===== src/rtl/scrub_pkg.sv =====
package scrub_pkg;

  localparam int CFG_W  = 4;
  localparam int PASS_W = 2;

  localparam logic [1:0] MODE_ON   = 2'b10;
  localparam logic [1:0] RATE_FAST = 2'b01;

  typedef struct packed {
    logic [1:0] rate;
    logic [1:0] mode;
  } scrubCfg_t;

  // strobes from control toward the address/pass datapath
  typedef struct packed {
    logic advance;
    logic launch;
  } scrubStrobes_t;

endpackage


===== src/rtl/scrub_ctrl.sv =====
module scrub_ctrl
  import scrub_pkg::*;
#(
  parameter int FAST_IVL = 256,
  parameter int SLOW_IVL = 32000
) (
  input  logic          clk,
  input  logic          rstN,
  input  logic          regWrEn,
  input  scrubCfg_t     cfgIn,
  input  logic          scrubAck,
  output scrubCfg_t     cfgOut,
  output logic          scrubReq,
  output scrubStrobes_t strobes
);

  localparam int MAX_IVL = (FAST_IVL > SLOW_IVL) ? FAST_IVL : SLOW_IVL;
  localparam int TW      = $clog2(MAX_IVL + 1);
  localparam logic [TW-1:0] FAST_LAST = TW'(FAST_IVL - 1);
  localparam logic [TW-1:0] SLOW_LAST = TW'(SLOW_IVL - 1);

  scrubCfg_t     cfgQ;
  logic [TW-1:0] timerQ;
  logic          reqQ;
  logic          scrubOn;
  logic [TW-1:0] lastTick;
  logic          expired;
  logic          launch;
  logic          advance;

  assign scrubOn  = (cfgQ.mode == MODE_ON);
  assign lastTick = (cfgQ.rate == RATE_FAST) ? FAST_LAST : SLOW_LAST;
  assign expired  = (timerQ == lastTick);
  assign launch   = !regWrEn && scrubOn && expired && !reqQ;
  assign advance  = reqQ && scrubAck;

  always_ff @(posedge clk) begin
    if (!rstN) begin
      cfgQ   <= '0;
      timerQ <= '0;
    end else if (regWrEn) begin
      cfgQ   <= cfgIn;
      timerQ <= '0;
    end else if (!scrubOn) begin
      timerQ <= '0;
    end else if (expired) begin
      if (!reqQ) timerQ <= '0;
    end else begin
      timerQ <= timerQ + 1'b1;
    end
  end

  always_ff @(posedge clk) begin
    if (!rstN)        reqQ <= 1'b0;
    else if (advance) reqQ <= 1'b0;
    else if (launch)  reqQ <= 1'b1;
  end

  assign cfgOut          = cfgQ;
  assign scrubReq        = reqQ;
  assign strobes.advance = advance;
  assign strobes.launch  = launch;

endmodule


===== src/rtl/scrub_datapath.sv =====
module scrub_datapath
  import scrub_pkg::*;
#(
  parameter int ADDR_W   = 16,
  parameter int TOP_ADDR = 1023
) (
  input  logic              clk,
  input  logic              rstN,
  input  scrubStrobes_t     strobes,
  output logic [ADDR_W-1:0] scrubAddr,
  output logic [PASS_W-1:0] passCnt
);

  localparam logic [ADDR_W-1:0] TOP_L = ADDR_W'(TOP_ADDR);

  logic [ADDR_W-1:0] addrQ;
  logic [PASS_W-1:0] passQ;
  logic              atTop;
  logic              unusedLaunch;

  assign unusedLaunch = strobes.launch;

  generate
    if (TOP_ADDR == (2 ** ADDR_W) - 1) begin : g_fullRange
      assign atTop = &addrQ;
    end else begin : g_partRange
      assign atTop = (addrQ == TOP_L);
    end
  endgenerate

  always_ff @(posedge clk) begin
    if (!rstN) begin
      addrQ <= '0;
      passQ <= '0;
    end else if (strobes.advance) begin
      if (atTop) begin
        addrQ <= '0;
        passQ <= passQ + 1'b1;
      end else begin
        addrQ <= addrQ + 1'b1;
      end
    end
  end

  assign scrubAddr = addrQ;
  assign passCnt   = passQ;

endmodule


===== src/rtl/scrub_top.sv =====
module scrub_top
  import scrub_pkg::*;
#(
  parameter int ADDR_W   = 16,
  parameter int TOP_ADDR = 1023,
  parameter int FAST_IVL = 256,
  parameter int SLOW_IVL = 32000
) (
  input  logic              clk,
  input  logic              rstN,
  input  logic              regWrEn,
  input  logic [15:0]       regWrData,
  output logic [15:0]       regRdData,
  output logic              scrubReq,
  output logic [ADDR_W-1:0] scrubAddr,
  input  logic              scrubAck
);

  localparam int RSVD_HI_W = 16 - 7;

  scrubCfg_t         cfgIn;
  scrubCfg_t         cfgCur;
  scrubStrobes_t     strobes;
  logic [PASS_W-1:0] passCnt;
  logic [11:0]       unusedWrBits;

  assign cfgIn        = scrubCfg_t'(regWrData[CFG_W-1:0]);
  assign unusedWrBits = regWrData[15:4];

  scrub_ctrl #(
    .FAST_IVL(FAST_IVL),
    .SLOW_IVL(SLOW_IVL)
  ) u_ctrl (
    .clk      (clk),
    .rstN     (rstN),
    .regWrEn  (regWrEn),
    .cfgIn    (cfgIn),
    .scrubAck (scrubAck),
    .cfgOut   (cfgCur),
    .scrubReq (scrubReq),
    .strobes  (strobes)
  );

  scrub_datapath #(
    .ADDR_W  (ADDR_W),
    .TOP_ADDR(TOP_ADDR)
  ) u_dp (
    .clk       (clk),
    .rstN      (rstN),
    .strobes   (strobes),
    .scrubAddr (scrubAddr),
    .passCnt   (passCnt)
  );

  assign regRdData = {{RSVD_HI_W{1'b0}}, passCnt, 1'b0, cfgCur.rate, cfgCur.mode};

endmodule


===== config.mk =====
export PLATFORM = sky130hd
export DESIGN_NAME = scrub_top
export DESIGN_NICKNAME = d
export VERILOG_FILES = /design/src/rtl/scrub_pkg.sv /design/src/rtl/scrub_ctrl.sv /design/src/rtl/scrub_datapath.sv /design/src/rtl/scrub_top.sv
export SDC_FILE = /design/constraint.sdc
export NUM_CORES = 1
export LEC_CHECK = 0
export BUFFER_PORTS_ARGS = -buffer_cell sky130_fd_sc_hd__buf_2
export CELL_PAD_IN_SITES_DETAIL_PLACEMENT = 2
export CELL_PAD_IN_SITES_GLOBAL_PLACEMENT = 2
export CORE_UTILIZATION = 30
export DETAILED_ROUTE_END_ITERATION = 6
export HOLD_SLACK_MARGIN = 0.03
export PLACE_DENSITY_LB_ADDON = 0.1
export SKIP_CTS_REPAIR_TIMING = 1
export SLEW_MARGIN = 20
export SYNTH_ARGS = -nofsm -noshare
export SYNTH_HDL_FRONTEND = slang
export SYNTH_SLANG_ARGS = --single-unit

===== constraint.sdc =====
create_clock -name clk -period 2.1 [get_ports clk]
set_input_delay 0 -clock clk [delete_from_list [all_inputs] [get_ports clk]]
set_output_delay 0 -clock clk [all_outputs]
set_load 0.05 [all_outputs]

==> results.sh <==
export IMPL_synth_main_ff_cell="dfxtp_1"
export IMPL_fin_crit_ns=1.801
export IMPL_dieHeight_um=81.15
export IMPL_fin_worst_skew_ns=0.005368
export IMPL_top_usage_layer="met2"
export IMPL_ios=53
export IMPL_antenna_found_initial=0
export IMPL_crit_family="simple AND/OR/NAND/NOR gates"
export IMPL_drc=0
export IMPL_cts_root_buffer="clkbuf_8"
export IMPL_viasPerCell=4.997
export IMPL_p_per_area_nw_per_um2=606.0
export IMPL_slowest_delay_ns=0.54
export IMPL_area_growth_pct=19.31
export IMPL_critPathCaptureType="flip-flop"
export IMPL_drt_initial_drc_count=41
export IMPL_path_cells="or4_4 -> nor3_4 -> o211ai_1 -> buf_4 -> nor3b_2 -> o21a_1"
export IMPL_cp_arrival_ns=2.04
export IMPL_diodes=0
export IMPL_outcome="finished with violations"
export IMPL_drtAntennaViolNets=0
export IMPL_num_vias=1669
export IMPL_hold_path_class="input port to flip-flop"
export IMPL_nets=280
export IMPL_seq_area_frac_synth_pct=40.48
export IMPL_gp_congestion=0.7345
export IMPL_drt_pass1_iter_count=4
export IMPL_cts_sinks=38
export IMPL_grt_pass1_wl_um=8017
export IMPL_clock_latency_ns=0.29
export IMPL_grt_max_degree=14
export IMPL_final_max_slew_viol_count=0
export IMPL_vdd_drop_max_mv=0.1828
export IMPL_p_switching_mw=0.3458
export IMPL_synth_cell_types=40
export IMPL_path_max_fanout=5
export IMPL_drive_gt1_share_pct=20.46
export IMPL_io_buffer_count=30
export IMPL_async_flop_share_pct=0
export IMPL_critPathBufInv=1
export IMPL_rows=28
export IMPL_hold_viol_final=2
export IMPL_synth_top_cell_area_share_pct=40.48
export IMPL_initial_utilization_pct=31.37
export IMPL_violations="hold timing"
export IMPL_yosys_top_cells_count="dfxtp_1 (38), nand2_1 (20), nor2_1 (19)"
export IMPL_holdWs_ns=-0.01560
export IMPL_intPower_mw=1.013
export IMPL_grt_use_total_pct=15.92
export IMPL_htreeDepth=2
export IMPL_cts_made_buffers=5
export IMPL_drv_cap=0
export IMPL_p_sw_share_pct=25.45
export IMPL_period_share_pct=85.76
export IMPL_clock_path_buffers=2
export IMPL_dp_hpwl_um=3707
export IMPL_coreArea_um2=5991
export IMPL_met3_usage_pct=3.933
export IMPL_clk_pin_slew_worst_paths_ns=0.08
export IMPL_grt_use_met2_pct=26.22
export IMPL_fin_util_pct=37.43
export IMPL_grt_overflow=0
export IMPL_cpMaxStageDelayCell="or4_4"
export IMPL_die_w_um=81.15
export IMPL_cts_tree="built"
export IMPL_globalRouteMet1Util_pct=20.76
export IMPL_synth_edff_count=0
export IMPL_synthCells=216
export IMPL_grt_pass1_vias=1674
export IMPL_finalSetupViolCount=0
export IMPL_synth_seq_cells=38
export IMPL_combPwrFrac_pct=7.4
export IMPL_yosys_warnings=0
export IMPL_p_leak_nw=0.8880
export IMPL_synthTopCellsByArea="dfxtp_1 (40%), xnor2_1 (7.0%), buf_4 (4.0%), nand2_1 (4.0%), nor2_1 (3.8%)"
export IMPL_seqPwrFrac_pct=53.6
export IMPL_path_class="flip-flop to flip-flop"
export IMPL_syn_avg_cell_area_um2=8.700
export IMPL_die_area_um2=6585
export IMPL_synth_most_common_cell="dfxtp_1"
export IMPL_fmaxAchievable_ghz=0.5553
export IMPL_wire_per_inst_um=14.32
export IMPL_synth_largest_area_cell="dfxtp_1"
export IMPL_setup_tns_ns=0
export IMPL_syn_area_um2=1879
export IMPL_critPathLaunchType="flip-flop"
export IMPL_clockPowerShare_pct=39.0
export IMPL_worst_ep_required_time_ns=2.34
export IMPL_rsz0062_at_grt="no"
export IMPL_totalWireLength_um=4784
-- cells by family after synthesis --
logic type               count (synthesis)  synth area share, %
multiplexers                             4                2.131
other                                    1               0.1995
AND/OR/NAND/NOR                         98                28.29
XOR/XNOR                                22                10.25
AO/OA/AOI/OAI                           31                11.12
flip-flops                              38                40.48
adder cells (fa/ha/maj)                  2                1.331
buffers and inverters                   20                6.191
-- worst reg2reg max path: stages, from the launching register on --
cell	delay, ns
dfxtp_1	0.36
or4_4	0.54
nor3_4	0.22
o211ai_1	0.15
buf_4	0.19
nor3b_2	0.17
o21a_1	0.12
-- flip-flops by register name (all words and copies together) (netlist names) --
signal and count:
u_ctrl.cfgOut 4, u_ctrl.scrubReq 1, u_ctrl.timerQ 15, u_dp.passCnt 2, u_dp.scrubAddr 16
-- metal layers --
| layer | routed length (um) | part of all wire (%) |
|---|---|---|
| met1 | 2352 | 49 |
| met2 | 2220 | 46 |
| met3 | 183 | 3.8 |
| met4 | 28 | 0.59 |
| met5 | 0 | 0 |
-- through the flow --
step | instance area [um2] | std cells | hold slack (ns) | setup slack [ns] | power, mW
CTS | 2222 | 332 | -0.03327 | 0.2571 | 1.394
floorplan | 1913 | 225 | 0.1592 | 0.1503 | 0.8371
global placement | 2131 | 324 | 0.2654 | 0.3035 | 0.8426
finish | 2242 | 334 | -0.01560 | 0.2990 | 1.359
detailed placement | 2131 | 324 | 0.2788 | 0.2922 | 0.8439
global route | 2242 | 334 | 0.03262 | 0.1943 | 1.418
-- power by group through the flow --
stage          clock network [mW]  registers, mW  logic, mW
6_report                    0.530          0.728      0.101
5_1_grt                     0.581          0.729      0.108
4_1_cts                     0.567          0.728     0.0983
3_5_place_dp                    0          0.745     0.0985
3_3_place_gp                    0          0.745     0.0973
2_1_floorplan                   0          0.761     0.0763
-- final timing paths --
| check | startpoint | endpoint | slack, ns | depth (start not counted) |
|---|---|---|---|---|
| min | regWrData[1] | u_ctrl.cfgOut[1] | -0.02 | 3 |
| min reg2reg | u_ctrl.timerQ[2] | u_ctrl.timerQ[2] | 0.50 | 1 |
| max | u_ctrl.timerQ[11] | u_ctrl.scrubReq | 0.30 | 6 |
| max reg2reg | u_ctrl.timerQ[11] | u_ctrl.scrubReq | 0.30 | 6 |
-- cell type report --
cell class              instances  area, um2
clock buffers                   7      86.33
clock inverters                 1      5.005
fillers                       712       3749
inverters                       4      15.01
multi-input cells             167       1036
flip-flops and latches         38      760.7
well taps                      75      93.84
repair buffers                 42      245.2
-- placed cells by master (no fill, tap or decap), types with 5 or more instances in the layout --
| master | synthesis | final |
|---|---|---|
| a21oi_1 | 8 | 8 |
| nor3_1 | 9 | 9 |
| buf_2 | 3 | 30 |
| a31oi_1 | 5 | 5 |
| nor2b_1 | 7 | 7 |
| clkbuf_8 | 0 | 6 |
| nand3_1 | 11 | 11 |
| dfxtp_1 | 38 | 38 |
| xnor2_1 | 15 | 15 |
| xor2_1 | 7 | 7 |
| nand4_1 | 5 | 5 |
| nand2_1 | 20 | 20 |
| nor2_1 | 19 | 19 |
| buf_4 | 10 | 10 |
| conb_1 | 1 | 10 |
Note: power is estimated with default switching activity, not from simulation.
